--- src/rtl/pt_walk_pkg.sv ---
// Shared widths, codes and the result record of the page table walker.
// Assumes 32-bit addresses and 32-bit descriptors.
package pt_walk_pkg;
    localparam int unsigned ADDR_W  = 32;
    localparam int unsigned DOM_W   = 4;
    localparam int unsigned CB_W    = 2;
    localparam int unsigned AP_W    = 8;
    localparam int unsigned TYPE_W  = 3;
    localparam int unsigned SEC_LO  = 20;   // offset bits inside a section
    localparam int unsigned LRG_LO  = 16;   // offset bits inside a large page
    localparam int unsigned SML_LO  = 12;   // offset bits inside a small page
    localparam int unsigned TNY_LO  = 10;   // offset bits inside a tiny page
    localparam int unsigned BASE_LO = 14;   // table base alignment

    typedef enum logic [TYPE_W-1:0] {
        PG_SECTION = 3'd0,
        PG_LARGE   = 3'd1,
        PG_SMALL   = 3'd2,
        PG_TINY    = 3'd3,
        PG_NONE    = 3'd7
    } page_t;

    typedef enum logic [1:0] {
        K_FAULT  = 2'b00,
        K_KIND_A = 2'b01,   // level 1: coarse table, level 2: large page
        K_KIND_B = 2'b10,   // level 1: section,      level 2: small page
        K_KIND_C = 2'b11    // level 1: fine table,   level 2: tiny page
    } kind_t;

    typedef struct packed {
        logic              fault;
        logic [ADDR_W-1:0] pa;
        page_t             ptype;
        logic [DOM_W-1:0]  dom;
        logic [CB_W-1:0]   cb;
        logic [AP_W-1:0]   ap;
    } walk_res_t;

    localparam walk_res_t RES_FAULT = '{fault: 1'b1, pa: '0, ptype: PG_NONE,
                                        dom: '0, cb: '0, ap: '0};
    localparam walk_res_t RES_IDLE  = '{fault: 1'b0, pa: '0, ptype: PG_NONE,
                                        dom: '0, cb: '0, ap: '0};
endpackage

--- src/rtl/pt_desc_addr.sv ---
// Forms the byte addresses of the first- and second-level descriptors.
// Assumes the level-1 pointer field is valid only after the first read.
module pt_desc_addr
    import pt_walk_pkg::*;
(
    input  logic [ADDR_W-1:BASE_LO] tbase_hi,
    input  logic [ADDR_W-1:SEC_LO]  va_hi,
    input  logic [SEC_LO-1:TNY_LO]  va_mid,
    input  logic [ADDR_W-1:TNY_LO]  l1_ptr,
    input  logic                    l1_fine,
    output logic [ADDR_W-1:0]       l1_addr,
    output logic [ADDR_W-1:0]       l2_addr
);
    // level 1: table base joined with the section index, word scaled
    assign l1_addr = {tbase_hi, va_hi, 2'b00};

    // level 2: coarse tables index by 4 KB page, fine tables by 1 KB page
    always_comb begin
        if (l1_fine)
            l2_addr = {l1_ptr[ADDR_W-1:SML_LO], va_mid, 2'b00};
        else
            l2_addr = {l1_ptr, va_mid[SEC_LO-1:SML_LO], 2'b00};
    end
endmodule

--- src/rtl/pt_l1_decode.sv ---
// Decodes a first-level descriptor: says whether the walk ends here
// (section or fault) and builds that result. Combinational.
module pt_l1_decode
    import pt_walk_pkg::*;
(
    input  logic [ADDR_W-1:0] desc,
    input  logic [SEC_LO-1:0] va_lo,
    input  logic              tiny_en,
    output logic              ends,
    output walk_res_t         res
);
    kind_t kind;
    logic  unused_bits;

    assign kind        = kind_t'(desc[1:0]);
    assign unused_bits = ^{desc[SEC_LO-1:12], desc[9], desc[4]};

    // classify the entry and assemble a section or fault result
    always_comb begin
        ends = 1'b0;
        res  = RES_IDLE;
        unique case (kind)
            K_FAULT: begin
                ends = 1'b1;
                res  = RES_FAULT;
            end
            K_KIND_B: begin
                ends      = 1'b1;
                res.pa    = {desc[ADDR_W-1:SEC_LO], va_lo};
                res.ptype = PG_SECTION;
                res.dom   = desc[8:5];
                res.cb    = desc[3:2];
                res.ap    = {{(AP_W-2){1'b0}}, desc[11:10]};
            end
            K_KIND_C: begin
                if (!tiny_en) begin
                    ends = 1'b1;
                    res  = RES_FAULT;
                end
            end
            default: ;
        endcase
    end
endmodule

--- src/rtl/pt_l2_decode.sv ---
// Decodes a second-level descriptor into a page result or a fault.
// The domain is carried in from the first-level entry. Combinational.
module pt_l2_decode
    import pt_walk_pkg::*;
(
    input  logic [ADDR_W-1:0] desc,
    input  logic [LRG_LO-1:0] va_lo,
    input  logic [DOM_W-1:0]  dom_in,
    output walk_res_t         res
);
    kind_t kind;
    assign kind = kind_t'(desc[1:0]);

    // pick page size, offset slice and permission width by entry kind
    always_comb begin
        res     = RES_IDLE;
        res.dom = dom_in;
        res.cb  = desc[3:2];
        unique case (kind)
            K_FAULT:  res = RES_FAULT;
            K_KIND_A: begin
                res.pa    = {desc[ADDR_W-1:LRG_LO], va_lo};
                res.ptype = PG_LARGE;
                res.ap    = desc[11:4];
            end
            K_KIND_B: begin
                res.pa    = {desc[ADDR_W-1:SML_LO], va_lo[SML_LO-1:0]};
                res.ptype = PG_SMALL;
                res.ap    = desc[11:4];
            end
            default: begin
                res.pa    = {desc[ADDR_W-1:TNY_LO], va_lo[TNY_LO-1:0]};
                res.ptype = PG_TINY;
                res.ap    = {{(AP_W-2){1'b0}}, desc[5:4]};
            end
        endcase
    end
endmodule

--- src/rtl/pt_walker.sv ---
// Two-level page table walker. One walk at a time; each descriptor read
// holds mem_req until mem_valid. Results are registered and held until the
// next walk ends. Assumes memory answers every request eventually.
module pt_walker
    import pt_walk_pkg::*;
(
    input  logic              clk,
    input  logic              rst_n,
    input  logic              tiny_en,
    input  logic              start,
    input  logic [31:0]       vaddr,
    input  logic [31:0]       tbase,
    output logic              busy,
    output logic              done,
    output logic              fault,
    output logic              mem_req,
    output logic [31:0]       mem_addr,
    input  logic              mem_valid,
    input  logic [31:0]       mem_rdata,
    output logic [31:0]       pa,
    output logic [2:0]        ptype,
    output logic [3:0]        domain,
    output logic [1:0]        cb,
    output logic [7:0]        ap
);
    typedef enum logic [1:0] {ST_IDLE, ST_L1, ST_L2} st_t;

    st_t                     state;
    logic [ADDR_W-1:0]       va_q;
    logic [ADDR_W-1:BASE_LO] tb_q;
    logic [ADDR_W-1:0]       l1_q;
    logic                    done_q;
    walk_res_t               res_q;
    logic [ADDR_W-1:0]       l1_addr, l2_addr;
    logic                    l1_ends;
    walk_res_t               l1_res, l2_res;
    logic                    unused_l1;

    assign unused_l1 = ^{l1_q[9], l1_q[4:2], l1_q[0]};

    pt_desc_addr u_addr (
        .tbase_hi (tb_q),
        .va_hi    (va_q[ADDR_W-1:SEC_LO]),
        .va_mid   (va_q[SEC_LO-1:TNY_LO]),
        .l1_ptr   (l1_q[ADDR_W-1:TNY_LO]),
        .l1_fine  (l1_q[1]),
        .l1_addr  (l1_addr),
        .l2_addr  (l2_addr)
    );

    pt_l1_decode u_l1 (
        .desc    (mem_rdata),
        .va_lo   (va_q[SEC_LO-1:0]),
        .tiny_en (tiny_en),
        .ends    (l1_ends),
        .res     (l1_res)
    );

    pt_l2_decode u_l2 (
        .desc   (mem_rdata),
        .va_lo  (va_q[LRG_LO-1:0]),
        .dom_in (l1_q[8:5]),
        .res    (l2_res)
    );

    // walk sequencer: accept, read level 1, optionally read level 2, finish
    always_ff @(posedge clk) begin
        if (!rst_n) begin
            state  <= ST_IDLE;
            va_q   <= '0;
            tb_q   <= '0;
            l1_q   <= '0;
            done_q <= 1'b0;
            res_q  <= RES_IDLE;
        end else begin
            done_q <= 1'b0;
            unique case (state)
                ST_IDLE: if (start) begin
                    va_q  <= vaddr;
                    tb_q  <= tbase[ADDR_W-1:BASE_LO];
                    state <= ST_L1;
                end
                ST_L1: if (mem_valid) begin
                    if (l1_ends) begin
                        res_q  <= l1_res;
                        done_q <= 1'b1;
                        state  <= ST_IDLE;
                    end else begin
                        l1_q  <= mem_rdata;
                        state <= ST_L2;
                    end
                end
                default: if (mem_valid) begin
                    res_q  <= l2_res;
                    done_q <= 1'b1;
                    state  <= ST_IDLE;
                end
            endcase
        end
    end

    // port mapping of state and held result
    assign busy     = (state != ST_IDLE);
    assign mem_req  = busy;
    assign mem_addr = (state == ST_L2) ? l2_addr : l1_addr;
    assign done     = done_q;
    assign fault    = res_q.fault;
    assign pa       = res_q.pa;
    assign ptype    = res_q.ptype;
    assign domain   = res_q.dom;
    assign cb       = res_q.cb;
    assign ap       = res_q.ap;

    // an unanswered request keeps its address
    p_req_hold_r12: assert property (@(posedge clk) disable iff (!rst_n)
        mem_req && !mem_valid |=> mem_req && $stable(mem_addr));
    // done lasts one cycle
    p_done_pulse_r12: assert property (@(posedge clk) disable iff (!rst_n)
        done |=> !done);
    // descriptor reads are word aligned
    p_align_r1: assert property (@(posedge clk) disable iff (!rst_n)
        mem_req |-> mem_addr[1:0] == 2'b00);
    // a fault result is all zero with the none code
    p_fault_zero_r13: assert property (@(posedge clk) disable iff (!rst_n)
        done && fault |-> pa == '0 && ptype == PG_NONE && ap == '0);
    // a successful walk reports a real page type
    p_ok_type_r2: assert property (@(posedge clk) disable iff (!rst_n)
        done && !fault |-> ptype != PG_NONE);
    // results do not move between done pulses
    p_res_hold_r13: assert property (@(posedge clk) disable iff (!rst_n)
        !done |-> $stable(pa) && $stable(ptype));
    // tiny pages report only two permission bits
    p_tiny_ap_r11: assert property (@(posedge clk) disable iff (!rst_n)
        done && ptype == PG_TINY |-> ap[7:2] == '0);
endmodule

--- config.mk ---
export PLATFORM = sky130hd
export DESIGN_NAME = pt_walker
export DESIGN_NICKNAME = d
export VERILOG_FILES = /design/src/rtl/pt_walk_pkg.sv /design/src/rtl/pt_desc_addr.sv /design/src/rtl/pt_l1_decode.sv /design/src/rtl/pt_l2_decode.sv /design/src/rtl/pt_walker.sv
export SDC_FILE = /design/constraint.sdc
export NUM_CORES = 1
export LEC_CHECK = 0
export BUFFER_PORTS_ARGS = -buffer_cell sky130_fd_sc_hd__buf_2
export CAP_MARGIN = 5
export CORE_MARGIN = 2
export CORE_UTILIZATION = 30
export DETAILED_ROUTE_END_ITERATION = 12
export RECOVER_POWER = 100
export SYNTH_ARGS = -nofsm -noshare
export SYNTH_HDL_FRONTEND = slang
export SYNTH_HIERARCHICAL = 1
export SYNTH_SLANG_ARGS = --single-unit
--- constraint.sdc ---
create_clock -name clk -period 2.1 [get_ports clk]
set_input_delay 0.21 -clock clk [delete_from_list [all_inputs] [get_ports clk]]
set_output_delay 0.21 -clock clk [all_outputs]
set_load 0.03 [all_outputs]
==> out/results.txt <==
dpl hpwl -> 13600 um
Post-Place Worst Slack -> 0.114 ns
status -> completed
R2R Path Start -> state[0]$_SDFFE_PN0P_
Core Footprint -> 23600 sq um
maximum achievable frequency -> 503 MHz
Worst EP arrival -> 1.78 ns
CTS tree -> done
Starting DRT DRC Count -> 364
biggest cell delay along the critical path -> 0.39 ns
die area -> 25500 sq um
FF+latch count, synth -> 130
layout cell share with drive strength beyond 1 -> 28.5%
RSZ-0062 raised after global routing -> false
Final Hold Viols -> 0
CTS root buf -> clkbuf_16
CP Launch Type -> flop
RD Place Congestion -> 0.778
grt total ovfl -> 0
detailed-route wire length -> 20000 um
post-synthesis sequential area ratio -> 35.8%
Cell Area, Synth -> 7270 sq um
ANT nets after route -> 0
Mapped Cells -> 815
Tmin final -> 1.99 ns
Crit Path Max Fanout -> 21
hold_sp -> tbase[20]
cts bufs inserted -> 17
Clock Tree Buf Depth -> 2
crit path cell chain -> nor2b_4 > buf_8 > mux2_2 > clkbuf_2
Synth Flop Type -> dfxtp_1
Die Span Y -> 160 um
final setup fails -> 0
Clock Pin Slew Worst Setup and Hold Paths -> 0.05 ns
drt wl/cell -> 16.1 um
antenna fix cells -> 0
H-tree levels -> 4
I/O pin cnt -> 186
Util after Layout -> 35.9%
# port buffers -> 169
Pleak -> 3.51 nW
final count of pins violating max slew -> 0
number of synthesized flops with an enable pin -> 0
largest net degree at the start of global routing -> 52
Cell Pwr Density -> 820 nW/um^2
Tot GR Track Use -> 15.6%
Crit Path Class -> reg2out
Yosys warnings -> 6
Layout Cells excl Fill -> 1239
Worst Tran Pin Value -> 1.10 ns
initial core utilization -> 30.8%
fin nets -> 1016
vias in the first global route -> 5503
Row Count -> 56
slowest stage cell, crit path -> dfxtp_2
DP Cell Count -> 1206
Worst setup EP type -> output port
Fin Setup TNS -> 0 ns
CP Buf/Inv Count -> 2
Clk Latency, worst-skew pair -> 0.42 ns
Vias -> 5712
maximum VDD drop -> 0.399 mV
most frequent cells in the layout -> nand2_1, dfxtp_1, buf_2
number of remaining DRC errors -> 0
first-pass GRT wire length -> 31300 um
syn avg cell area -> 8.92 sq um
worst setup path startpoint -> state[1]$_SDFFE_PN0P_
number of max-cap violations -> 0
area grow syn2layout -> 16.7%
period utilisation layout -> 94.7%
Worst EP required -> 1.89 ns
class of the worst hold path -> in2reg
Fillers -> 2526
Via density -> 4.61
async set or reset register ratio after synthesis -> 0%
Max-slew headroom -> 26.9%
clock tree sinks -> 130
initial antenna violation count -> 1
crit-path leading delay family -> buffers and inverters
Fin Clk Skew -> 0.00724 ns
count of cell types in the netlist -> 39
die span in x -> 160 um
setup ws final -> 0.110 ns
DR pass1 iterations -> 4
most common cell after layout, fill and taps aside -> nand2_1
[sequential cells by signal, indices dropped and copies added (netlist names)]
register  cells
pa           32
l1_q         27
done          1
domain        4
ptype         3
ap            8
fault         1
state         2
tb_q         18
va_q         32
cb            2
[final timing paths]
| check | to | slack, ns | cells after the start |
|---|---|---|---|
| setup / recovery | mem_addr[22] | 0.11 | 4 |
| hold / removal | tb_q[20]$_SDFFE_PN0P_ | 0.03 | 3 |
| setup reg to reg | pa[19]$_SDFFE_PN0P_ | 0.19 | 4 |
| hold reg to reg | tb_q[19]$_SDFFE_PN0P_ | 0.45 | 2 |
[layer usage]
| metal | share of wire [%] | vias up | global-route usage [%] | wire length (um) |
|---|---|---|---|---|
| met5 | 0 | - | 0 | 0 |
| met3 | 5.2 | 10 | 4.60 | 1050 |
| met2 | 48 | 136 | 25.9 | 9610 |
| met4 | 0.67 | 0 | 3.39 | 134 |
| met1 | 46 | 2703 | 20.0 | 9180 |
| li1 | - | 2863 | - | - |
[worst min-delay path: stages]
cell      delay, ns
buf_2          0.09
nand2_1        0.04
a21boi_1       0.05
[repair_timing]
item | 4_1_cts | 5_1_grt
hold endpoints to repair | 1 | 0
buffers inserted | 0 | 0
setup endpoints to repair | 20 | 27
gates resized for setup | 3 | 1
pin swaps | 0 | 0
hold buffers | 1 | 0
[cells in the mapped netlist (all sizes together) (3+ instances only)]
cell type,count,share of area (%)
dfxtp,130,36
clkbuf,23,1.3
a22o,4,0.48
nand2b,6,0.52
mux2,42,7.0
nand2,157,8.1
mux2i,50,6.9
and2,47,4.7
o21ai,4,0.28
ha,8,1.4
a21boi,79,8.2
o31ai,47,4.9
buf,108,12
a2bb2oi,3,0.36
nor2b,36,3.1
inv,8,0.41
a21oi,49,3.4
[metrics by stage]
| stage | area, sq um | hold slack [ns] | total power [W] |
|---|---|---|---|
| 6_report | 8480 | 0.0315 | 0.00695 |
| 4_1_cts | 8570 | 0.00508 | 0.00710 |
| 3_3_place_gp | 7930 | 0.438 | 0.00385 |
| 2_1_floorplan | 7300 | 0.345 | 0.00360 |
| 3_5_place_dp | 7930 | 0.444 | 0.00387 |
| 5_1_grt | 8480 | 0.0161 | 0.00729 |
[cell families (layout without fill, tap and decap cells)]
family,Yosys count,in the layout,share of synthesized area (%)
buffers and inverters,139,236,13.4
AO/OA/AOI/OAI,189,189,17.8
AND/OR/NAND/NOR,255,255,17.6
adder cells (fa/ha/maj),8,8,1.38
multiplexers,92,92,13.9
flip-flops,130,130,35.8
other,2,10,0.103
[power breakdown]
group,total (W),switching [W],internal [W]
logic,0.00110,0.000673,0.000426
registers,0.00268,0.0000790,0.00260
clock network,0.00318,0.00113,0.00205
[final cells by class]
type | count | area (sq um) | share of cell area (%)
inverter | 8 | 30.0 | 0.354
timing repair buffer | 196 | 1070 | 12.6
clock buffer | 23 | 468 | 5.52
clock inverter | 9 | 154 | 1.81
multi-input combinational | 554 | 3760 | 44.3
sequential | 130 | 2610 | 30.7
tap | 319 | 399 | 4.71
Note: power is estimated with default switching activity, not from simulation.
